<file path="src/rtl/pwm_timer_pkg.sv">
// Package: shared encodings for the PWM timer.
// Assumes: wave-mode encoding has bit 0 set for both PWM modes.
package pwm_timer_pkg;

    typedef enum logic [1:0] {
        WM_NORMAL = 2'd0,
        WM_PHASE  = 2'd1,
        WM_CTC    = 2'd2,
        WM_FAST   = 2'd3
    } wave_mode_e;

    typedef enum logic [1:0] {
        OM_OFF    = 2'd0,
        OM_TOGGLE = 2'd1,
        OM_CLEAR  = 2'd2,
        OM_SET    = 2'd3
    } out_mode_e;

    function automatic logic mode_is_pwm(wave_mode_e m);
        return (m == WM_PHASE) || (m == WM_FAST);
    endfunction

endpackage

</file>
<file path="src/rtl/pwm_timer_counter.sv">
// Counter unit: holds the count and the phase-correct direction, and
// produces the per-tick overflow and top events.
// Assumes: match_evt is already qualified by tick and write blocking.
module pwm_timer_counter
    import pwm_timer_pkg::*;
#(
    parameter int W = 8
) (
    input  logic         clk,
    input  logic         rst_n,
    input  logic         tick,
    input  wave_mode_e   mode,
    input  logic         wr_cnt,
    input  logic [W-1:0] wr_data,
    input  logic         match_evt,
    output logic [W-1:0] cnt,
    output logic         count_up,
    output logic         ovf_evt,
    output logic         top_evt
);
    localparam logic [W-1:0] MAXV = {W{1'b1}};
    localparam logic [W-1:0] ONE  = W'(1);

    logic [W-1:0] nxt_cnt;
    logic         nxt_up;
    logic         ovf_c;
    logic         top_c;

    // Next count, direction and events for a tick in the current mode.
    always_comb begin
        nxt_cnt = cnt;
        nxt_up  = count_up;
        ovf_c   = 1'b0;
        top_c   = 1'b0;
        unique case (mode)
            WM_NORMAL: begin
                nxt_cnt = cnt + ONE;
                ovf_c   = (cnt == MAXV);
            end
            WM_CTC: begin
                nxt_cnt = match_evt ? '0 : cnt + ONE;
                ovf_c   = (cnt == MAXV);
            end
            WM_FAST: begin
                nxt_cnt = cnt + ONE;
                ovf_c   = (cnt == MAXV);
                top_c   = (cnt == MAXV);
            end
            WM_PHASE: begin
                if (count_up) begin
                    if (cnt == MAXV) begin
                        nxt_cnt = MAXV - ONE;
                        nxt_up  = 1'b0;
                        top_c   = 1'b1;
                    end else begin
                        nxt_cnt = cnt + ONE;
                    end
                end else begin
                    if (cnt == '0) begin
                        nxt_cnt = ONE;
                        nxt_up  = 1'b1;
                    end else begin
                        nxt_cnt = cnt - ONE;
                        ovf_c   = (cnt == ONE);
                    end
                end
            end
            default: nxt_cnt = cnt;
        endcase
    end

    assign ovf_evt = tick && !wr_cnt && ovf_c;
    assign top_evt = tick && !wr_cnt && top_c;

    // Count register: a write wins over a tick.
    always_ff @(posedge clk) begin
        if (!rst_n) begin
            cnt      <= '0;
            count_up <= 1'b1;
        end else if (wr_cnt) begin
            cnt <= wr_data;
        end else if (tick) begin
            cnt      <= nxt_cnt;
            count_up <= nxt_up;
        end
    end

    assert_hold_R1: assert property (@(posedge clk) disable iff (!rst_n)
        (!tick && !wr_cnt) |=> $stable(cnt));

    assert_ctc_clear_R3: assert property (@(posedge clk) disable iff (!rst_n)
        (mode == WM_CTC && match_evt) |=> (cnt == '0));

    assert_write_wins_R7: assert property (@(posedge clk) disable iff (!rst_n)
        wr_cnt |=> (cnt == $past(wr_data)));

endmodule

</file>
<file path="src/rtl/pwm_timer_compare.sv">
// Compare unit: active compare value, PWM buffer and match detection
// with one-tick blocking after a counter write.
// Assumes: load is the counter unit's top event.
module pwm_timer_compare
    import pwm_timer_pkg::*;
#(
    parameter int W = 8
) (
    input  logic         clk,
    input  logic         rst_n,
    input  logic         tick,
    input  logic         pwm,
    input  logic         wr_cnt,
    input  logic         wr_cmp,
    input  logic [W-1:0] wr_data,
    input  logic         load,
    input  logic [W-1:0] cnt,
    output logic [W-1:0] cmp_val,
    output logic         match_evt
);
    logic [W-1:0] cmp_buf;
    logic         blocked;

    assign match_evt = tick && !wr_cnt && !blocked && (cnt == cmp_val);

    // Blocking state: set by a counter write, dropped by the next tick.
    always_ff @(posedge clk) begin
        if (!rst_n)      blocked <= 1'b0;
        else if (wr_cnt) blocked <= 1'b1;
        else if (tick)   blocked <= 1'b0;
    end

    // Buffer and active value: direct outside PWM, transfer at top in PWM.
    always_ff @(posedge clk) begin
        if (!rst_n) begin
            cmp_buf <= '0;
            cmp_val <= '0;
        end else begin
            if (wr_cmp) cmp_buf <= wr_data;
            if (wr_cmp && !pwm)    cmp_val <= wr_data;
            else if (load && pwm)  cmp_val <= cmp_buf;
        end
    end

    assert_direct_R6: assert property (@(posedge clk) disable iff (!rst_n)
        (wr_cmp && !pwm) |=> (cmp_val == $past(wr_data)));

    assert_buffered_R6: assert property (@(posedge clk) disable iff (!rst_n)
        (pwm && !load) |=> $stable(cmp_val));

    assert_block_R7: assert property (@(posedge clk) disable iff (!rst_n)
        wr_cnt |=> !match_evt);

endmodule

</file>
<file path="src/rtl/pwm_timer_waveout.sv">
// Waveform output unit: applies match, wrap and force actions to the
// pin state according to the waveform and compare-output modes.
// Assumes: count_up is the direction before the current tick.
module pwm_timer_waveout
    import pwm_timer_pkg::*;
(
    input  logic       clk,
    input  logic       rst_n,
    input  wave_mode_e mode,
    input  out_mode_e  om,
    input  logic       force_cmp,
    input  logic       match_evt,
    input  logic       top_evt,
    input  logic       count_up,
    output logic       wave_out
);
    logic oc_q;
    logic oc_nxt;
    logic pwm;

    assign pwm = mode_is_pwm(mode);

    // Next pin state; in fast PWM the wrap action overrides a match.
    always_comb begin
        oc_nxt = oc_q;
        if (!pwm) begin
            if (match_evt || force_cmp) begin
                case (om)
                    OM_TOGGLE: oc_nxt = !oc_q;
                    OM_CLEAR:  oc_nxt = 1'b0;
                    OM_SET:    oc_nxt = 1'b1;
                    default:   oc_nxt = oc_q;
                endcase
            end
        end else if (mode == WM_FAST) begin
            if (match_evt) begin
                case (om)
                    OM_TOGGLE: oc_nxt = !oc_q;
                    OM_CLEAR:  oc_nxt = 1'b0;
                    OM_SET:    oc_nxt = 1'b1;
                    default:   oc_nxt = oc_q;
                endcase
            end
            if (top_evt) begin
                if (om == OM_CLEAR) oc_nxt = 1'b1;
                if (om == OM_SET)   oc_nxt = 1'b0;
            end
        end else begin
            if (match_evt) begin
                if (om == OM_CLEAR) oc_nxt = !count_up;
                if (om == OM_SET)   oc_nxt = count_up;
            end
        end
    end

    // Pin state register.
    always_ff @(posedge clk) begin
        if (!rst_n) oc_q <= 1'b0;
        else        oc_q <= oc_nxt;
    end

    assign wave_out = (om == OM_OFF) ? 1'b0 : oc_q;

    assert_force_pwm_R8: assert property (@(posedge clk) disable iff (!rst_n)
        (pwm && !match_evt && !top_evt) |=> $stable(oc_q));

    assert_fast_wrap_R4: assert property (@(posedge clk) disable iff (!rst_n)
        (mode == WM_FAST && om == OM_CLEAR && top_evt) |=> oc_q);

endmodule

</file>
<file path="src/rtl/pwm_timer.sv">
// Top: eight-bit PWM timer/counter with one compare channel.
// Ties the counter, compare and waveform units together and owns the
// write-one-to-clear event flags.
// Assumes: tick_en is a one-cycle enable from an external prescaler.
module pwm_timer
    import pwm_timer_pkg::*;
#(
    parameter int CNT_W = 8
) (
    input  logic             clk,
    input  logic             rst_n,
    input  logic             tick_en,
    input  logic [2:0]       clk_sel,
    input  logic [1:0]       wave_mode,
    input  logic [1:0]       out_mode,
    input  logic             force_cmp,
    input  logic             wr_en,
    input  logic             wr_addr,
    input  logic [CNT_W-1:0] wr_data,
    input  logic [1:0]       flag_clr,
    output logic             wave_out,
    output logic             ovf_flag,
    output logic             cmp_flag,
    output logic [CNT_W-1:0] count
);
    wave_mode_e       mode;
    out_mode_e        om;
    logic             tick;
    logic             wr_cnt;
    logic             wr_cmp;
    logic             count_up;
    logic             ovf_evt;
    logic             top_evt;
    logic             match_evt;
    logic [CNT_W-1:0] cmp_val;

    assign mode   = wave_mode_e'(wave_mode);
    assign om     = out_mode_e'(out_mode);
    assign tick   = tick_en && (clk_sel != 3'd0);
    assign wr_cnt = wr_en && !wr_addr;
    assign wr_cmp = wr_en && wr_addr;

    pwm_timer_counter #(.W(CNT_W)) u_counter (
        .clk       (clk),
        .rst_n     (rst_n),
        .tick      (tick),
        .mode      (mode),
        .wr_cnt    (wr_cnt),
        .wr_data   (wr_data),
        .match_evt (match_evt),
        .cnt       (count),
        .count_up  (count_up),
        .ovf_evt   (ovf_evt),
        .top_evt   (top_evt)
    );

    pwm_timer_compare #(.W(CNT_W)) u_compare (
        .clk       (clk),
        .rst_n     (rst_n),
        .tick      (tick),
        .pwm       (mode_is_pwm(mode)),
        .wr_cnt    (wr_cnt),
        .wr_cmp    (wr_cmp),
        .wr_data   (wr_data),
        .load      (top_evt),
        .cnt       (count),
        .cmp_val   (cmp_val),
        .match_evt (match_evt)
    );

    pwm_timer_waveout u_waveout (
        .clk       (clk),
        .rst_n     (rst_n),
        .mode      (mode),
        .om        (om),
        .force_cmp (force_cmp),
        .match_evt (match_evt),
        .top_evt   (top_evt),
        .count_up  (count_up),
        .wave_out  (wave_out)
    );

    // Event flags: a set in the same cycle beats a write-one clear.
    always_ff @(posedge clk) begin
        if (!rst_n) begin
            ovf_flag <= 1'b0;
            cmp_flag <= 1'b0;
        end else begin
            ovf_flag <= ovf_evt   || (ovf_flag && !flag_clr[0]);
            cmp_flag <= match_evt || (cmp_flag && !flag_clr[1]);
        end
    end

    assert_ovf_set_R10: assert property (@(posedge clk) disable iff (!rst_n)
        ovf_evt |=> ovf_flag);

    assert_cmp_set_R10: assert property (@(posedge clk) disable iff (!rst_n)
        match_evt |=> cmp_flag);

    assert_ovf_clear_R10: assert property (@(posedge clk) disable iff (!rst_n)
        (flag_clr[0] && !ovf_evt) |=> !ovf_flag);

    assert_force_noflag_R8: assert property (@(posedge clk) disable iff (!rst_n)
        (force_cmp && !match_evt && !cmp_flag) |=> !cmp_flag);

endmodule

</file>
<file path="config.mk">
export PLATFORM = sky130hd
export DESIGN_NAME = pwm_timer
export DESIGN_NICKNAME = d
export VERILOG_FILES = /design/src/rtl/pwm_timer_pkg.sv /design/src/rtl/pwm_timer_counter.sv /design/src/rtl/pwm_timer_compare.sv /design/src/rtl/pwm_timer_waveout.sv /design/src/rtl/pwm_timer.sv
export SDC_FILE = /design/constraint.sdc
export NUM_CORES = 1
export LEC_CHECK = 0
export BUFFER_PORTS_ARGS = -buffer_cell sky130_fd_sc_hd__buf_2
export CORE_UTILIZATION = 49
export CTS_BUF_LIST = sky130_fd_sc_hd__clkbuf_2
export DETAILED_ROUTE_END_ITERATION = 10
export PLACE_DENSITY = 0.78
export SYNTH_ARGS = -nofsm -noshare
export SYNTH_HDL_FRONTEND = slang
export SYNTH_HIERARCHICAL = 1
export SYNTH_SLANG_ARGS = --single-unit
export TNS_END_PERCENT = 10
</file>
<file path="constraint.sdc">
create_clock -name clk -period 2.19 [get_ports clk]
set_input_delay 0.657 -clock clk [delete_from_list [all_inputs] [get_ports clk]]
set_output_delay 0.657 -clock clk [all_outputs]
set_load 0.02 [all_outputs]
</file>
==> metrics.md, run 1 <==
| Metric | Value |
|---|---|
| Clock insertion delay at the later pin of the skew report | 0.36 ns |
| First drt pass iteration count | 5 |
| Vertical die dimension | 69.23 um |
| Worst reg-to-reg path cell count | 8 |
| Arrival time of data at the critical path endpoint | 2.37 ns |
| Final worst-path cycle share | 94.81% |
| Warnings from Yosys | 6 |
| Total negative slack | 0 ns |
| Commonest non-fill, non-tap cell in the layout | sky130_fd_sc_hd__buf_2 |
| Number of synthesized flops with an enable pin | 0 |
| Number of antenna-violating nets in the routed design | 0 |
| Kind of start point of the critical path | flop |
| Sum of overflow across all layers after global routing | 0 |
| Crit Path Max Fanout | 10 |
| Final Max Tran Viols | 0 |
| First-pass GRT wire length | 9.639 mm |
| Detail-routed net length per standard cell | 15.48 um |
| Clk slew on worst S/H paths | 0.16 ns |
| Worst EP required | 2.49 ns |
| Antenna violations before repair | 0 |
| Mean instance size in the synthesized netlist | 8.142 um2 |
| Crit end category | flop |
| Unique cell type count in the Yosys netlist | 59 |
| Cell area after synthesis | 2215 um2 |
| Number of synthesized register bits | 29 |
| Most frequent cells in the layout | sky130_fd_sc_hd__buf_2, sky130_fd_sc_hd__dfxtp_1, sky130_fd_sc_hd__buf_4, sky130_fd_sc_hd__inv_1, sky130_fd_sc_hd__nand2_1 |
| Diode count | 0 |
| Maximum number of pins on one net before global-route repair | 23 |
| Layout cells sized above 1 | 26.67% |
| Routed vias | 2163 |
| Growth of design area from synthesis to finish | 15.08% |
| Number of buffers on the longest clock path | 2 |
| TritonCTS buffer count | 5 |
| Final standard cell count with taps included and fillers excluded | 367 |
| I/O pin total | 34 |
| Final Hold Fails | 0 |
| Sinks on Clock Net | 29 |
| Number of nets in the synthesized netlist | 302 |
| Setup-violating endpoint count in the final report | 0 |
| Effective utilization at floorplan | 50.86% |
| Post-CTS Repair Setup Buffers | 0 |
| Detailed placer's ending HPWL | 4.347 mm |
| Async S/R FF share, synth | 0% |
| Standby leakage power | 1.008 nW |
| Result of the run | completed |
| CTS H-tree lvls | 2 |
| # port buffers | 33 |
| Worst max-slew margin expressed relative to the limit | 71.24% |
| Transition at the pin with the smallest max-transition slack | 0.4305 ns |
| Number of placed instances with taps included | 359 |
| Clock tree from TritonCTS | yes |
| Class of the most critical hold timing path | flop to flop |
| Number of maximum-capacitance violations | 0 |
| Maximum clock rate | 481.6 MHz |
| Worst hold margin | 0.4769 ns |
| Final Critical Period | 2.076 ns |
| Dominant synthesized flop cell | sky130_fd_sc_hd__dfxtp_1 |
| Number of DRC violations after detailed-routing iteration 0 | 196 |
| Worst Clk Skew | 0.01648 ns |
| DR vias/cell | 5.894 |
| Post-Synthesis Cells | 272 |
| WL final | 5.682 mm |
| Core region area | 4354 um2 |
| RSZ-0062 raised after global routing | false |
| RePlAce Congestion | 0.8784 |
| Total Nets Final | 344 |
| FP Rows | 24 |
| Type of the worst setup path | flop to flop |
| Power density of the placed cells | 485.7 nW/um2 |
| Die width | 69.23 um |
| Max IR drop VDD | 0.2835 mV |
| Gr usage total | 24.53% |
| Die Footprint | 4793 um2 |
| Sequential area share after synthesis | 26.21% |
| Number of remaining DRC errors | 0 |
| Number of global-route vias before repair | 2066 |
| Master cell of the clock root buffer | sky130_fd_sc_hd__clkbuf_2 |
| Min-Delay Path Depth | 2 |
-- worst max-delay path, stage by stage, from the launching register on --
cell and delay [ns]:
sky130_fd_sc_hd__dfxtp_2 0.48, sky130_fd_sc_hd__ha_1 0.19, sky130_fd_sc_hd__and3_2 0.22, sky130_fd_sc_hd__nand4_1 0.16, sky130_fd_sc_hd__nor3_2 0.34, sky130_fd_sc_hd__nor2b_1 0.19, sky130_fd_sc_hd__o22a_2 0.15, sky130_fd_sc_hd__o211ai_1 0.09
sky130_fd_sc_hd__a41oi_1 0.18
-- area by class of cell --
cell class | instances | area (um2)
clock buffers | 5 | 25.02
clock inverters | 3 | 12.51
well taps | 52 | 65.06
fillers | 406 | 1805
repair buffers | 57 | 345.3
inverters | 17 | 63.81
flip-flops and latches | 29 | 583.1
multi-input cells | 204 | 1454
-- final timing paths --
kind                   startpoint                   end  slack, ns
min reg2reg  u_compare/cmp_val[6]  u_compare/cmp_val[6]       0.48
min          u_compare/cmp_val[6]  u_compare/cmp_val[6]       0.48
max              u_counter/cnt[0]        u_waveout/oc_q       0.11
max reg2reg      u_counter/cnt[0]        u_waveout/oc_q       0.11
-- layer usage --
| metal | up-vias | global-route usage [%] | part of all wire [%] |
|---|---|---|---|
| met5 | - | 0 | 0 |
| met4 | 0 | 7.710 | 1.6 |
| met3 | 9 | 3.924 | 8.0 |
| met2 | 86 | 40.45 | 46 |
| met1 | 1012 | 32.73 | 44 |
| li1 | 1056 | - | - |
-- cell families after synthesis --
logic type,share of synthesized area (%)
adders and majority gates,3.955
xor gates and xnor gates,7.119
DFF,26.21
AOI/OAI and AO/OA,26.38
muxes,5.085
and+or+nand+nor,22.54
buffers and inverters,8.700
-- timing repair --
| item | CTS | global route |
|---|---|---|
| hold buffers | 0 | 0 |
| gates resized for setup | 0 | 2 |
| setup endpoints to repair | 0 | 11 |
| hold endpoints to repair | 0 | 0 |
-- power breakdown --
| group | switching [W] | internal (W) |
|---|---|---|
| logic | 0.000211 | 0.000176 |
| clock network | 0.000193 | 0.0000697 |
| registers | 0.0000310 | 0.000557 |
| total | 0.000434 | 0.000803 |
-- sequential cells by signal, indices dropped and copies added, names as in the netlist --
signal	cells
cmp_flag	1
ovf_flag	1
u_compare/blocked	1
u_compare/cmp_buf	8
u_compare/cmp_val	8
u_counter/cnt	8
u_counter/count_up	1
u_waveout/oc_q	1
-- cell usage after synthesis, drive strengths merged, types with 4 or more instances --
cell / n / area (um2)
mux2i: 9 / 90.09
dfxtp: 29 / 580.6
nand2b: 9 / 63.81
and2: 4 / 27.53
xor2: 4 / 35.03
nor3b: 6 / 45.04
nand3: 11 / 55.05
nand2: 17 / 63.81
o21ai: 9 / 45.04
buf: 9 / 78.82
ha: 7 / 87.58
nor2: 9 / 33.78
inv: 17 / 63.81
nor3: 7 / 35.03
a21oi: 22 / 140.1
o221ai: 10 / 87.58
nor2b: 15 / 93.84
clkbuf: 13 / 50.04
o21a: 7 / 52.55
xnor2: 14 / 122.6
-- metrics by stage --
| stage | util [%] | setup slack [ns] | total power, W | instance area [um2] |
|---|---|---|---|---|
| after floorplan | - | -0.002515 | 0.0008578 | 2222 |
| after global placement | 57.50 | -0.02295 | 0.0009683 | 2504 |
| after detailed placement | 57.50 | -0.08286 | 0.0009771 | 2504 |
| after CTS | 58.36 | 0.1121 | 0.001236 | 2541 |
| after global routing | 58.53 | 0.005818 | 0.001304 | 2549 |
| final | 58.53 | 0.1137 | 0.001238 | 2549 |
No activity file was read; power rests on OpenSTA's default activity.
==> run 2, diff against run 1 <==
ABC_AREA = 1   (was not set)
==> metrics.md, run 2 <==
| Metric | Value |
|---|---|
| Result of the run | completed |
| Global routing met2 resource utilization | 40.81% |
| Diode count | 0 |
| Cell with the most instances after synthesis | sky130_fd_sc_hd__nand2_1 |
| Final core utilization | 58.99% |
| Cell area after synthesis | 2271 um2 |
| Master cell of the clock root buffer | sky130_fd_sc_hd__clkbuf_2 |
| Antenna violations before repair | 0 |
| Power density of the placed cells | 460.4 nW/um2 |
| Crit end category | flop |
| Kind of start point of the critical path | flop |
| Layout cells sized above 1 | 19.59% |
| TritonCTS buffer count | 5 |
| Number of maximum-capacitance violations | 0 |
| Detail-routed net length per standard cell | 11.85 um |
| I/O pin total | 34 |
| Crit-path cells | ha_1 -> inv_1 -> nor2_2 -> nand2_2 -> nor3_1 -> nand2_1 -> nand2_2 -> inv_2 -> nor2_1 -> nor2_1 |
| Most frequent cells in the layout | sky130_fd_sc_hd__nand2_1, sky130_fd_sc_hd__nor2_1, sky130_fd_sc_hd__inv_1, sky130_fd_sc_hd__buf_2, sky130_fd_sc_hd__dfxtp_1 |
| Worst EP required | 2.43 ns |
| Clk slew on worst S/H paths | 0.15 ns |
| Maximum number of pins on one net before global-route repair | 22 |
| Number of DRC violations after detailed-routing iteration 0 | 129 |
| First-pass GRT wire length | 9.660 mm |
| Async S/R FF share, synth | 0% |
| Routed vias | 2542 |
| Final worst-path cycle share | 87.29% |
| First drt pass iteration count | 4 |
| Top area cells in the synthesized netlist | sky130_fd_sc_hd__dfxtp_1, sky130_fd_sc_hd__nand2_1, sky130_fd_sc_hd__nor2_1 |
| Commonest non-fill, non-tap cell in the layout | sky130_fd_sc_hd__nand2_1 |
| Number of nets in the synthesized netlist | 414 |
| DR vias/cell | 5.230 |
| Post-synthesis cell type with the largest combined area | sky130_fd_sc_hd__dfxtp_1 |
| Worst Clk Skew | 0.01644 ns |
| Die Footprint | 4911 um2 |
| Fraction of met1 tracks used by global routing | 31.93% |
| Worst max-slew margin expressed relative to the limit | 73.34% |
| Number of global-route vias before repair | 2215 |
| Total negative slack | 0 ns |
| Final Hold Fails | 0 |
| Final Max Tran Viols | 0 |
| Growth of design area from synthesis to finish | 14.66% |
| Mean instance size in the synthesized netlist | 5.914 um2 |
| Number of antenna-violating nets in the routed design | 0 |
| Largest registers in the final layout | u_compare/cmp_buf (8), u_compare/cmp_val (8), u_counter/cnt (8) |
| Die width | 70.08 um |
| List of most frequent post-synthesis cells | sky130_fd_sc_hd__nand2_1, sky130_fd_sc_hd__nor2_1, sky130_fd_sc_hd__inv_1 |
| Warnings from Yosys | 6 |
| Clock tree from TritonCTS | yes |
| WL final | 5.759 mm |
| Gr usage total | 24.22% |
| Met3 layer usage reported by global route | 3.896% |
| Proportion of netlist area held by the largest area contributor | 25.56% |
| Class of the most critical hold timing path | flop to flop |
| Vertical die dimension | 70.08 um |
| Clock insertion delay at the later pin of the skew report | 0.34 ns |
| Dominant synthesized flop cell | sky130_fd_sc_hd__dfxtp_1 |
| Number of buffers and inverters on the critical path | 2 |
| Number of remaining DRC errors | 0 |
| CTS H-tree lvls | 2 |
| Sinks on Clock Net | 29 |
| Post-Synthesis Cells | 384 |
| Total Nets Final | 463 |
| Crit path largest cell delay | 0.43 ns |
| RSZ-0062 raised after global routing | false |
| Number of synthesized flops with an enable pin | 0 |
| Post-CTS Repair Setup Buffers | 0 |
| Gate family responsible for the most delay along the worst path | simple AND/OR/NAND/NOR gates |
| Sum of overflow across all layers after global routing | 0 |
| Number of buffers on the longest clock path | 2 |
| Number of synthesized register bits | 29 |
| Standby leakage power | 1.374 nW |
| Effective utilization at floorplan | 51.45% |
| Arrival time of data at the critical path endpoint | 2.15 ns |
| Hold-fix buffer count after cts | 0 |
| Standard cell with the maximum stage delay on the critical path | sky130_fd_sc_hd__dfxtp_1 |
| Max IR drop VDD | 0.3409 mV |
| FP Rows | 24 |
| Final Critical Period | 1.912 ns |
| Unique cell type count in the Yosys netlist | 33 |
| Number of gates resized after cts | 0 |
| Detailed placer's ending HPWL | 4.423 mm |
| Maximum clock rate | 523.1 MHz |
| Setup-violating endpoint count in the final report | 0 |
| RePlAce Congestion | 0.9132 |
| Type of the worst setup path | flop to flop |
| Crit Path Max Fanout | 9 |
| Core region area | 4414 um2 |
| Most heavily used metal layer in global routing | met2 |
| Transition at the pin with the smallest max-transition slack | 0.3994 ns |
| Sequential area share after synthesis | 25.56% |
| # port buffers | 33 |
-- run 2: cell types whose count changed in the layout (fill, tap and decap cells not counted), moves of 9 or more --
cell and delta:
sky130_fd_sc_hd__nand2_1 +88, sky130_fd_sc_hd__nand3_1 +16, sky130_fd_sc_hd__nor2b_1 -15, sky130_fd_sc_hd__xnor2_1 -12
sky130_fd_sc_hd__o21ai_0 +14, sky130_fd_sc_hd__o221ai_1 -10, sky130_fd_sc_hd__nor2_1 +49, sky130_fd_sc_hd__mux2i_1 -9
sky130_fd_sc_hd__inv_1 +35
-- run 2: final timing paths --
kind                          from                    to  slack (ns)  cells past startpoint
setup / recovery  u_counter/cnt[0]  u_compare/cmp_val[6]        0.28                     10
hold / removal            cmp_flag              cmp_flag        0.47                      2
setup reg to reg  u_counter/cnt[0]  u_compare/cmp_val[6]        0.28                     10
hold reg to reg           cmp_flag              cmp_flag        0.47                      2
-- run 2: through the flow --
step	cells	hold slack (ns)	worst slack [ns]	cell area (um2)	power, W
finish	486	0.4715	0.2783	2604	0.001199
global route	486	0.5098	0.08629	2604	0.001285
floorplan	384	0.4631	0.1649	2271	0.0008291
detailed placement	478	0.4553	0.1017	2564	0.0009421
CTS	486	0.4765	0.2968	2604	0.001209
global placement	478	0.4468	0.1148	2564	0.0009365
-- run 2: routing by layer --
layer,routed length (um),share of wire (%)
met2,2701,47
met1,2680,47
met3,352,6.1
met4,25,0.43
met5,0,0
-- run 2: final cells by class --
type                            count  area [um2]
Timing Repair Buffer               49       285.3
Sequential cell                    29       580.6
Multi-Input combinational cell    287        1404
Fill cell                         459        1810
Clock inverter                      2       10.01
Clock buffer                        6       30.03
Inverter                           61       229.0
Tap cell                           52       65.06
-- run 2: cells by family (layout without fill, tap and decap cells) --
group | count (synthesis) | after routing | share of synthesized area (%)
adders and majority gates | 7 | 7 | 3.857
and+or+nand+nor | 207 | 207 | 38.24
xor gates and xnor gates | 5 | 5 | 1.929
AOI/OAI and AO/OA | 68 | 68 | 17.80
DFF | 29 | 29 | 25.56
buffers and inverters | 68 | 118 | 12.62
-- run 2: tightest hold or removal path: stages (launching register included) --
cell	delay, ns
sky130_fd_sc_hd__dfxtp_1	0.34
sky130_fd_sc_hd__nand2_1	0.06
sky130_fd_sc_hd__a21oi_1	0.05
-- run 2: power by group --
part,internal [W],switching [W],total [W],leakage [nW]
Sequential,0.000557,0.0000254,0.000582,0.238
Clock,0.0000804,0.000182,0.000262,0.0327
Combinational,0.000135,0.000219,0.000354,1.10
==> run 3, diff against run 2 <==
RECOVER_POWER = 25   (was not set)
SLEW_MARGIN = 10   (was not set)
==> metrics.md, run 3 (same netlist as run 2, synthesis figures left out) <==
| Metric | Value |
|---|---|
| Max IR drop VDD | 0.3424 mV |
| Kind of start point of the critical path | flop |
| Class of the most critical hold timing path | flop to flop |
| Final Critical Period | 1.919 ns |
| Core region area | 4414 um2 |
| Gate family responsible for the most delay along the worst path | simple AND/OR/NAND/NOR gates |
| Gr usage total | 24.22% |
| Final worst-path cycle share | 87.64% |
| Clock tree from TritonCTS | yes |
| Sinks on Clock Net | 29 |
| Clock insertion delay at the later pin of the skew report | 0.35 ns |
| Number of gates resized after cts | 0 |
| Routed vias | 2554 |
| Layout cells sized above 1 | 18.89% |
| Worst EP required | 2.44 ns |
| Effective utilization at floorplan | 51.45% |
| I/O pin total | 34 |
| Detailed placer's ending HPWL | 4.423 mm |
| DR vias/cell | 5.255 |
| Clk slew on worst S/H paths | 0.16 ns |
| Crit path largest cell delay | 0.44 ns |
| Type of the worst setup path | flop to flop |
| Maximum clock rate | 521.0 MHz |
| RSZ-0062 raised after global routing | false |
| Total negative slack | 0 ns |
| Number of buffers and inverters on the critical path | 2 |
| Detail-routed net length per standard cell | 11.88 um |
| Fill count | 458 |
| Maximum number of pins on one net before global-route repair | 22 |
| First-pass GRT wire length | 9.660 mm |
| Setup-violating endpoint count in the final report | 0 |
| Arrival time of data at the critical path endpoint | 2.17 ns |
| Largest registers in the final layout | u_compare/cmp_buf (8), u_compare/cmp_val (8), u_counter/cnt (8) |
| Vertical die dimension | 70.08 um |
| TritonCTS buffer count | 5 |
| Standby leakage power | 1.362 nW |
| RePlAce Congestion | 0.9132 |
| CTS H-tree lvls | 2 |
| Result of the run | completed |
| Commonest non-fill, non-tap cell in the layout | sky130_fd_sc_hd__nand2_1 |
| Number of global-route vias before repair | 2215 |
| Worst Clk Skew | 0.02016 ns |
| Most frequent cells in the layout | sky130_fd_sc_hd__nand2_1, sky130_fd_sc_hd__nor2_1, sky130_fd_sc_hd__inv_1, sky130_fd_sc_hd__buf_2, sky130_fd_sc_hd__dfxtp_1 |
| Sum of overflow across all layers after global routing | 0 |
| Master cell of the clock root buffer | sky130_fd_sc_hd__clkbuf_2 |
| Final Hold Fails | 0 |
| First drt pass iteration count | 4 |
| # port buffers | 33 |
| Number of DRC violations after detailed-routing iteration 0 | 126 |
| Crit end category | flop |
| Diode count | 0 |
| Final Max Tran Viols | 0 |
| Worst hold margin | 0.4751 ns |
| Antenna violations before repair | 0 |
| FP Rows | 24 |
| Crit-path cells | ha_1 -> inv_1 -> nor2_2 -> nand2_2 -> nor3_1 -> nand2_1 -> nand2_2 -> inv_2 -> nor2_1 -> nor2_1 |
| Number of remaining DRC errors | 0 |
| Worst max-slew margin expressed relative to the limit | 55.94% |
| WL final | 5.772 mm |
| Post-CTS Repair Setup Buffers | 0 |
| Total Nets Final | 463 |
| Die Footprint | 4911 um2 |
| Number of antenna-violating nets in the routed design | 0 |
| Die width | 70.08 um |
| Number of maximum-capacitance violations | 0 |
| Standard cell with the maximum stage delay on the critical path | sky130_fd_sc_hd__dfxtp_1 |
| Power density of the placed cells | 463.8 nW/um2 |
| Hold-fix buffer count after cts | 0 |
| Growth of design area from synthesis to finish | 14.27% |
| Number of buffers on the longest clock path | 2 |
| Crit Path Max Fanout | 9 |
| Transition at the pin with the smallest max-transition slack | 0.6610 ns |
[run 3: cell types whose count changed in the layout (fill, tap and decap cells not counted)]
cell	previous run	this run
sky130_fd_sc_hd__clkbuf_1	0	3
sky130_fd_sc_hd__buf_4	16	14
sky130_fd_sc_hd__buf_2	33	32
[run 3: path summary, 6_finish.rpt]
| kind | startpoint | endpoint | slack [ns] | cells past startpoint |
|---|---|---|---|---|
| worst min register to register | cmp_flag | cmp_flag | 0.48 | 2 |
| worst max-delay path | u_counter/cnt[0] | u_compare/cmp_val[7] | 0.27 | 10 |
| worst min-delay path | cmp_flag | cmp_flag | 0.48 | 2 |
| worst max register to register | u_counter/cnt[0] | u_compare/cmp_val[7] | 0.27 | 10 |
[run 3: through the flow]
step                      util, %  std cells   power, W  setup WS [ns]  area [um2]
after floorplan                 -        384  0.0008291         0.1649        2271
after global placement      58.08        478  0.0009365         0.1148        2564
after detailed placement    58.08        478  0.0009421         0.1017        2564
after CTS                   58.99        486   0.001209         0.2968        2604
after global routing        58.79        486   0.001283        0.08346        2595
final                       58.79        486   0.001204         0.2707        2595
[run 3: layout make-up]
cell class                      instances  area, um2  share of cell area [%]
Multi-Input combinational cell        287       1404                   54.10
Tap cell                               52      65.06                   2.507
Clock inverter                          2      10.01                  0.3857
Timing Repair Buffer                   49      276.5                   10.66
Clock buffer                            6      30.03                   1.157
Inverter                               61      229.0                   8.824
Sequential cell                        29      580.6                   22.37
[run 3: power by group]
| part | total [W] | switching (W) | leakage, nW | internal, W |
|---|---|---|---|---|
| Sequential | 0.000583 | 0.0000256 | 0.238 | 0.000557 |
| Combinational | 0.000353 | 0.000220 | 1.09 | 0.000133 |
| Clock | 0.000268 | 0.000187 | 0.0327 | 0.0000802 |
| Total | 0.00120 | 0.000433 | 1.36 | 0.000770 |
[run 3: layer usage]
metal / GRT usage [%] / vias up / share of wire, %
met4: 6.667 / 0 / 0.29
met5: 0 / - / 0
met3: 3.896 / 2 / 4.9
met2: 40.81 / 69 / 48
li1: - / 1305 / -
met1: 31.93 / 1178 / 47
[run 3: worst min-delay path: stages (launching register included)]
cell                      delay (ns)
sky130_fd_sc_hd__dfxtp_1        0.34
sky130_fd_sc_hd__nand2_1        0.06
sky130_fd_sc_hd__a21oi_1        0.05
